$ cat config.mk
export PLATFORM = sky130hd
export DESIGN_NAME = sl_bank
export DESIGN_NICKNAME = d
export VERILOG_FILES = /design/src/rtl/sl_pkg.sv /design/src/rtl/sl_ptr_unit.sv /design/src/rtl/sl_array.sv /design/src/rtl/sl_read_port.sv /design/src/rtl/sl_bank.sv
export SDC_FILE = /design/constraint.sdc
export NUM_CORES = 2
export LEC_CHECK = 0
export BUFFER_PORTS_ARGS = -buffer_cell sky130_fd_sc_hd__buf_2
export CORE_UTILIZATION = 35
export DETAILED_ROUTE_END_ITERATION = 10
export GPL_TIMING_DRIVEN = 0
export PLACE_DENSITY = 0.5
export SLEW_MARGIN = 20
export SYNTH_ARGS = -nofsm -noshare
export SYNTH_HDL_FRONTEND = slang
export SYNTH_SLANG_ARGS = --single-unit
$ cat constraint.sdc
create_clock -name clk -period 15.5 [get_ports clk]
set_input_delay 1.55 -clock clk [delete_from_list [all_inputs] [get_ports clk]]
set_output_delay 1.55 -clock clk [all_outputs]
set_load 0.01 [all_outputs]
$ cat src/rtl/sl_pkg.sv
// Shared types for the stack and locals register bank.
package sl_pkg;
    // Base selection for a read port or the write-back target.
    typedef enum logic {
        BASE_STACK  = 1'b0,
        BASE_LOCALS = 1'b1
    } base_e;
endpackage

$ cat src/rtl/sl_ptr_unit.sv
// Pointer unit: holds the stack pointer and the locals base, applies
// the net push/pop step of the write-back instruction and refuses a
// step that leaves 0..DEPTH. Assumes at most one instruction per cycle.
module sl_ptr_unit #(
    parameter int DEPTH = 32,
    parameter int POP_W = 2,
    localparam int A_W  = $clog2(DEPTH),
    localparam int SP_W = A_W + 1
) (
    input  logic             clk,
    input  logic             rst_n,
    input  logic             wb_en,
    input  logic             wb_push,
    input  logic [POP_W-1:0] wb_pop,
    input  logic             vars_ld,
    input  logic [A_W-1:0]   vars_val,
    output logic [SP_W-1:0]  sp_q,
    output logic [A_W-1:0]   sp_lo,
    output logic [A_W-1:0]   vars_q,
    output logic             step_ok,
    output logic             fault_q
);
    logic [SP_W:0]   with_push;
    logic [SP_W:0]   stepped;
    logic            too_low;
    logic            too_high;
    logic            bad;
    logic [SP_W-1:0] sp_eff;

    // Compute the candidate pointer and its range check.
    always_comb begin
        with_push = {1'b0, sp_q} + (SP_W+1)'(wb_push);
        too_low   = with_push < (SP_W+1)'(wb_pop);
        stepped   = with_push - (SP_W+1)'(wb_pop);
        too_high  = stepped > (SP_W+1)'(DEPTH);
        bad       = wb_en & (too_low | too_high);
        step_ok   = wb_en & ~bad;
        sp_eff    = step_ok ? stepped[SP_W-1:0] : sp_q;
        sp_lo     = sp_eff[A_W-1:0];
    end

    // Register the pointers and the one-cycle fault flag.
    always_ff @(posedge clk) begin
        if (!rst_n) begin
            sp_q    <= '0;
            vars_q  <= '0;
            fault_q <= 1'b0;
        end else begin
            sp_q    <= sp_eff;
            fault_q <= bad;
            if (vars_ld) vars_q <= vars_val;
        end
    end

    a_r2_sp_step: assert property (@(posedge clk) disable iff (!rst_n)
        step_ok |=> (sp_q == $past(sp_q) + SP_W'($past(wb_push)) - SP_W'($past(wb_pop))));
    a_r3_hold_on_fault: assert property (@(posedge clk) disable iff (!rst_n)
        (wb_en && !step_ok) |=> (fault_q && sp_q == $past(sp_q)));
    a_r3_no_overflow: assert property (@(posedge clk) disable iff (!rst_n)
        sp_q <= SP_W'(DEPTH));
    a_r11_idle_hold: assert property (@(posedge clk) disable iff (!rst_n)
        !wb_en |=> (sp_q == $past(sp_q) && !fault_q));
    a_r10_vars_load: assert property (@(posedge clk) disable iff (!rst_n)
        vars_ld |=> (vars_q == $past(vars_val)));
endmodule

$ cat src/rtl/sl_array.sv
// Storage array: DEPTH words, one write port, NRD combinational read
// ports. Cleared by reset. Assumes the write address is already final.
module sl_array #(
    parameter int DEPTH  = 32,
    parameter int DATA_W = 32,
    parameter int NRD    = 2,
    localparam int A_W   = $clog2(DEPTH)
) (
    input  logic              clk,
    input  logic              rst_n,
    input  logic              we,
    input  logic [A_W-1:0]    waddr,
    input  logic [DATA_W-1:0] wdata,
    input  logic [A_W-1:0]    raddr [NRD],
    output logic [DATA_W-1:0] rdata [NRD]
);
    logic [DATA_W-1:0] mem [DEPTH];

    // Clear on reset, otherwise store the write-back word.
    always_ff @(posedge clk) begin
        if (!rst_n) begin
            for (int i = 0; i < DEPTH; i++) mem[i] <= '0;
        end else if (we) begin
            mem[waddr] <= wdata;
        end
    end

    // Read every port straight from the array.
    always_comb begin
        for (int i = 0; i < NRD; i++) rdata[i] = mem[raddr[i]];
    end

    a_r6_r7_stored: assert property (@(posedge clk) disable iff (!rst_n)
        we |=> (mem[$past(waddr)] == $past(wdata)));
endmodule

$ cat src/rtl/sl_read_port.sv
// One operand-fetch port: forms the entry address from the chosen base
// and offset, and bypasses the in-flight write-back value on a match.
module sl_read_port
    import sl_pkg::*;
#(
    parameter int DEPTH  = 32,
    parameter int DATA_W = 32,
    localparam int A_W   = $clog2(DEPTH)
) (
    input  base_e             base,
    input  logic [A_W-1:0]    off,
    input  logic [A_W-1:0]    sp_lo,
    input  logic [A_W-1:0]    vars_q,
    input  logic              produced,
    input  logic [A_W-1:0]    waddr,
    input  logic [DATA_W-1:0] wdata,
    input  logic [DATA_W-1:0] arr_data,
    output logic [A_W-1:0]    addr,
    output logic [DATA_W-1:0] data
);
    // Address relative to the top of stack or to the locals base.
    always_comb begin
        if (base == BASE_STACK) addr = sp_lo - A_W'(1) - off;
        else                    addr = vars_q + off;
    end

    // Forward the result being written back when it hits this entry.
    always_comb begin
        data = (produced && waddr == addr) ? wdata : arr_data;
    end
endmodule

$ cat src/rtl/sl_bank.sv
// Stack and locals register bank: one array shared by the operand stack
// and the local variable pool, two read ports, one write-back port with
// forwarding and write suppression for consumed results.
// Assumes one retiring instruction per cycle with at most one push.
module sl_bank
    import sl_pkg::*;
#(
    parameter int DEPTH  = 32,
    parameter int DATA_W = 32,
    parameter int POP_W  = 2,
    localparam int A_W   = $clog2(DEPTH),
    localparam int SP_W  = A_W + 1
) (
    input  logic              clk,
    input  logic              rst_n,
    input  logic              rd0_base,
    input  logic [A_W-1:0]    rd0_off,
    input  logic              rd1_base,
    input  logic [A_W-1:0]    rd1_off,
    input  logic              wb_en,
    input  logic              wb_dst,
    input  logic [A_W-1:0]    wb_idx,
    input  logic              wb_push,
    input  logic [POP_W-1:0]  wb_pop,
    input  logic              wb_fwd,
    input  logic [DATA_W-1:0] wb_data,
    input  logic              vars_ld,
    input  logic [A_W-1:0]    vars_val,
    output logic [DATA_W-1:0] rd0_data,
    output logic [DATA_W-1:0] rd1_data,
    output logic [SP_W-1:0]   sp,
    output logic [A_W-1:0]    vars,
    output logic              fault
);
    localparam int NRD = 2;

    logic [A_W-1:0]    sp_lo;
    logic              step_ok;
    logic              produced;
    logic              store;
    logic [A_W-1:0]    waddr;
    logic [A_W-1:0]    rd_addr [NRD];
    logic [DATA_W-1:0] arr_q   [NRD];
    logic [DATA_W-1:0] rd_q    [NRD];
    base_e             rd_base [NRD];
    logic [A_W-1:0]    rd_off  [NRD];

    sl_ptr_unit #(.DEPTH(DEPTH), .POP_W(POP_W)) u_ptr (
        .clk(clk), .rst_n(rst_n), .wb_en(wb_en), .wb_push(wb_push),
        .wb_pop(wb_pop), .vars_ld(vars_ld), .vars_val(vars_val),
        .sp_q(sp), .sp_lo(sp_lo), .vars_q(vars), .step_ok(step_ok),
        .fault_q(fault)
    );

    // Decide whether a value is produced, where it goes and if it is kept.
    always_comb begin
        produced = step_ok & ((wb_dst == BASE_LOCALS) | wb_push);
        waddr    = (wb_dst == BASE_LOCALS) ? (vars + wb_idx) : (sp_lo - A_W'(1));
        store    = produced & ~((wb_dst == BASE_STACK) & wb_fwd);
    end

    // Gather the port controls into arrays for the generated ports.
    always_comb begin
        rd_base[0] = base_e'(rd0_base);
        rd_base[1] = base_e'(rd1_base);
        rd_off[0]  = rd0_off;
        rd_off[1]  = rd1_off;
        rd0_data   = rd_q[0];
        rd1_data   = rd_q[1];
    end

    sl_array #(.DEPTH(DEPTH), .DATA_W(DATA_W), .NRD(NRD)) u_arr (
        .clk(clk), .rst_n(rst_n), .we(store), .waddr(waddr),
        .wdata(wb_data), .raddr(rd_addr), .rdata(arr_q)
    );

    for (genvar g = 0; g < NRD; g++) begin : g_rd
        sl_read_port #(.DEPTH(DEPTH), .DATA_W(DATA_W)) u_port (
            .base(rd_base[g]), .off(rd_off[g]), .sp_lo(sp_lo),
            .vars_q(vars), .produced(produced), .waddr(waddr),
            .wdata(wb_data), .arr_data(arr_q[g]), .addr(rd_addr[g]),
            .data(rd_q[g])
        );
    end

    a_r9_fwd_no_store: assert property (@(posedge clk) disable iff (!rst_n)
        (wb_fwd && wb_dst == BASE_STACK) |-> !store);
    a_r3_fault_no_store: assert property (@(posedge clk) disable iff (!rst_n)
        (wb_en && !step_ok) |-> !store);
endmodule

---- Word level (Yosys, flattened, before mapping) ----
Memories as Yosys holds them, arrays and structs flattened.
Cells that the tools add are included.
operators by class
  reductions and logical operators ........ 3
  bitwise operators ....................... 10
  $lt $le $gt $ge ......................... 2
  add/subtract/negate cells ............... 8
  eq/ne operators ......................... 2
  multiplexer cells ....................... 13
operators by type and width
  cell                 number
  $mux 32              3
  $reduce_or 32->1     1
  $mux 5               5
  $add 5x5->5          3
  $eq 5x5->1           2
  $sub 5x5->5          2
  $add 6x1->7          1
  $gt 7x6->1 const B   1
  $lt 7x2->1           1
  $sub 7x2->7          1
  $and 1x1->1          5
  $mux 1               5
  $sub 5x1->5 const B  1
  $not 1->1            3
  $logic_and 1x1->1    2
  $or 1x1->1           2
storage, ports and cells
  input bits .............................. 63
  memories kept ........................... 1
  flip-flop bits (word level) ............. 12
  RAM bits ................................ 1024
  logic and storage cells ................. 43
memory list
  memory     depth  bits a word  rd ports  clocked after Yosys merged registers in  write ports  RTL line        source
  u_arr.mem  32     32           2         0                                        32           sl_array.sv:17  logic [DATA_W-1:0] mem [DEPTH];

---- Logic depth before layout (Yosys ltp) ----
  depth in word-level cells ............... 14
  mapped depth ............................ 32
  gate-level depth less buffers ........... 28

---- Modules after synthesis ----
From an unflattened synthesis, not the netlist that was laid out.
unflattened totals
  cell total of the unflattened synthesis .. 5037
  area total of the unflattened synthesis .. 59500.8 µm²
by module, submodules not included
  module        sequential area each (µm²)  cells an instance  times used  area each (µm²)
  sl_array      30749.5                     4646               1           55754.7
  sl_read_port  0.0                         114                2           1133.6
  sl_ptr_unit   240.2                       123                1           1178.6
  sl_bank       0.0                         40                 1           300.3

---- Worst setup path before layout ----
No wires, ideal clock.
  path kind ............................... in2out
  from .................................... input wb_push
  to ...................................... output rd0_data[12]
  arrival ................................. 7.595 ns
  required time ........................... 13.950 ns
  stages .................................. 29
  path buffers ............................ 6
  path slack .............................. 6.355 ns
  cell sequence ........................... ha_1 > buf_2 > xor2_1 > inv_1 > fa_1 > buf_2 > xor3_1 > nand3_1 > a221oi_2 > o211ai_1 > buf_2 > nor2_1 > a21oi_1 > ha_1 > nand2b_1 > nand2_1 > a21oi_1 > nor2_1 > ha_1 > xnor2_1 > nor2_1 > a21oi_1 > clkbuf_1 > clkbuf_1 > buf_1 > mux2i_1 > a21oi_1 > mux2_2 > mux2_1
on the way
  word-level cells in the longest chain between the ends .. 14
ends and longest elaborated chain
  element                                                 RTL line            source
  start: declaration                                      sl_bank.sv:23       input logic wb_push,
  branches (longest 13 deep; another with $mem_v2 32x32)  n/a
  $mux 32 (*)                                             sl_read_port.sv:29  data = (produced && waddr == addr) ? wdata : arr_data;
  end: declaration                                        sl_bank.sv:29       output logic [DATA_W-1:0] rd0_data,
Every way passes the cells marked *.

---- Final worst setup path ----
  from .................................... input wb_push
  to ...................................... output rd0_data[22]
Same word-level chain as after synthesis.

==> impl_metrics.ini <==
[setup_path]
slowest_stage = buf_1
required_ns = 13.95
crit_path_frequent_cell = buf_2
crit_arrival_ns = 10.72
cp-end-kind = output port
worstSetupStartpointType = input port
rr_worst_depth = 24
path_class = input port to output port
cp_max_fo = 10
crit_path_max_incr_delay_ns = 0.84
ff2ff_setup_slack_ns = 7.67

[clock_tree]
post_cts_buffers = 0
cts_resized = 0
h-tree-depth = 3
path_clk_slew_ns = 0.06
cts-buffers-inserted = 118
worstSkewPairLatency_ns = 0.76
cts-root-buf = clkbuf_16
cts_max_path_buffers = 3
cts_tree = done
clock_sinks = 1036
cts_hold_buf = 0

[sta]
clock.fmax_ghz = 0.0815
hold_viol = 0
setup_viol = 0
fin_crit_sh_pct = 79.2
setup_tns_ns = 0
whs_ns = 0.610
tightest_slew_ns = 1.29
slew_headroom_pct = 13.9
fin_ws_ns = 3.23
finClkSkew_ns = 0.0436
grt_setup_unrepaired = false
slew_viol_final = 0
min_period_ns = 12.27

[finish]
fin_area_sq_mm = 0.0673
fin_nets = 4416
drive_gt1_share_pct = 24.9
area_delta_synth_final_pct = 15.1
multi_input_area_sq_mm = 0.0261
regArea_sq_mm = 0.0310
fillerInstances = 15400

[yosys]
synth_fp_nets = 4103
yosys_most_used_dff = edfxtp_1
synth_edf_count = 1024
synth_cells = 4009
ys_types = 66
async_reset_ff_share_pct = 0
synth_seq_area_share_pct = 53.0
ys_seq_elements = 1036
syn_avg_cell_area_sq_um = 14.6
yosys_warnings = 0
syn_area_sq_mm = 0.0585

[floorplanning]
io_pins = 139
coreArea_sq_mm = 0.165
die_w_um = 411
die_area_sq_mm = 0.169
start_util_pct = 35.4
die_h_um = 411
rows = 149

[placed_design]
portBuffers = 137
gp_congestion = 1.01
pre_cts_ws_ns = 3.23
placed_area_sq_mm = 0.0637
dp_hpwl_um = 158000

[route]
finalWirelength_um = 210000
drt_first_pass_iters = 5
drcViolationCount = 0
vias = 37200
ant_nets = 0
drtIter0Drc = 3974
routedWlPerCell_um = 31.9
avgViaCountPerCell = 5.64

[global_route]
grt_first_pass_wirelength_um = 293000
grt_pass1_vias = 38400
antenna_found_initial = 17
grt_overflow = 0
grt_max_degree = 22
track_usage_pct = 24.9

[min_path]
whs_path_depth = 2
worst_hold_path_type = flip-flop to flip-flop

[outcome]
status = completed

[run]
maxCapViolCount = 0
## per-stage QoR
stage / utilization, % / instances
3_3_place_gp: 37.4 / 6335
6_report: 40.7 / 6599
2_1_floorplan: - / 4009
4_1_cts: 40.7 / 6593
5_1_grt: 40.7 / 6595
3_5_place_dp: 38.5 / 6389
## cell usage in the layout (no fill, tap or decap), types with 30 or more instances in the layout
master     instances
mux4_2           512
clkbuf_2          43
buf_1             32
mux2i_1          138
buf_2            172
clkbuf_1         325
a21oi_1          153
clkbuf_16        119
mux2_4            30
clkinv_1          31
buf_16            46
edfxtp_1        1024
nor2_1            51
mux2_2            88
a211oi_1         130
o21ai_4           32
and2_1          1029
nor2b_1          141
## flip-flops by register name, indices dropped and copies added, names as in the netlist
register	cells
u_ptr.vars_q	5
u_ptr.fault_q	1
u_arr.mem	1024
u_ptr.sp_q	6
## routing by layer
layer  share of wire [%]  global-route usage [%]  vias to the layer above
met4                 4.3                    9.71                       12
met2                  46                    39.3                     1458
met3                 6.7                    3.87                      371
met5               0.034                       0                        -
li1                    -                       -                    15900
met1                  43                    34.4                    19400
## cell usage after synthesis, types with 3 or more instances
cell type  instances  area share [%]
buf_6              9            0.17
xor2_1            10            0.15
and2_1          1029              11
o21ai_1            3           0.026
buf_2             13            0.11
nand2_1           27            0.17
buf_1             61            0.39
nor2_1            51            0.33
edfxtp_1        1024              53
o211a_1            3           0.051
a21o_1            14            0.18
a211oi_1         130             1.7
nand3_1            8           0.068
nand3b_1           3           0.039
xnor2_1           24            0.36
mux2_2            88             1.7
dfxtp_1           12            0.41
fa_1               6            0.21
a31oi_1            3           0.032
o21ai_0           44            0.38
mux2_1            14            0.27
mux2i_1          138             2.4
o2111ai_1          5           0.075
nor3_1             9           0.077
o21a_1             4           0.051
mux4_2           512              20
ha_1              25            0.54
and3_1            10            0.11
nor2b_1          141             1.5
a21oi_1          153             1.3
inv_1             19            0.12
clkbuf_1         332             2.1
nand2b_1           8           0.086
mux2_4            30            0.77
nor3b_1            3           0.039
a2111oi_0          3           0.045
## final cells by class
class / count / share of cell area, %
Tap cell: 2189 / 4.07
Antenna cell: 4 / 0.0149
Buffer: 415 / 2.56
Clock buffer: 148 / 4.59
Sequential cell: 1036 / 46.1
Multi-Input combinational cell: 2539 / 38.8
Timing Repair Buffer: 193 / 3.13
Inverter: 19 / 0.106
Clock inverter: 56 / 0.627
## cells by family after synthesis
kind of cell | Yosys count | share of synthesized area [%]
AO/OA/AOI/OAI | 382 | 4.17
XOR/XNOR | 35 | 0.550
adder cells (fa/ha/maj) | 31 | 0.741
buffers and inverters | 434 | 2.93
flip-flops | 1036 | 53.0
multiplexers | 784 | 24.9
AND/OR/NAND/NOR | 1307 | 13.7
## critical path, delay by kind of cell
family                   cells  cell delay (ns)
buffers and inverters        9             3.16
AO/OA/AOI/OAI                5             1.86
multiplexers                 3             1.20
adder cells (fa/ha/maj)      4             1.14
AND/OR/NAND/NOR              7             1.03
XOR/XNOR                     3             0.75
## path summary, 6_finish.rpt
check	endpoint	from
hold reg to reg	u_ptr.vars_q[0]$_SDFFE_PN0P_	u_ptr.vars_q[0]$_SDFFE_PN0P_
setup / recovery	rd0_data[22]	wb_push
setup reg to reg	u_arr.mem[6][29]$_SDFFCE_PN0P_	u_ptr.sp_q[0]$_SDFF_PN0_
hold / removal	u_ptr.vars_q[0]$_SDFFE_PN0P_	u_ptr.vars_q[0]$_SDFFE_PN0P_
Power is not shown: default switching activity piles up to over one toggle a cycle in this logic, so the estimate is an artifact.
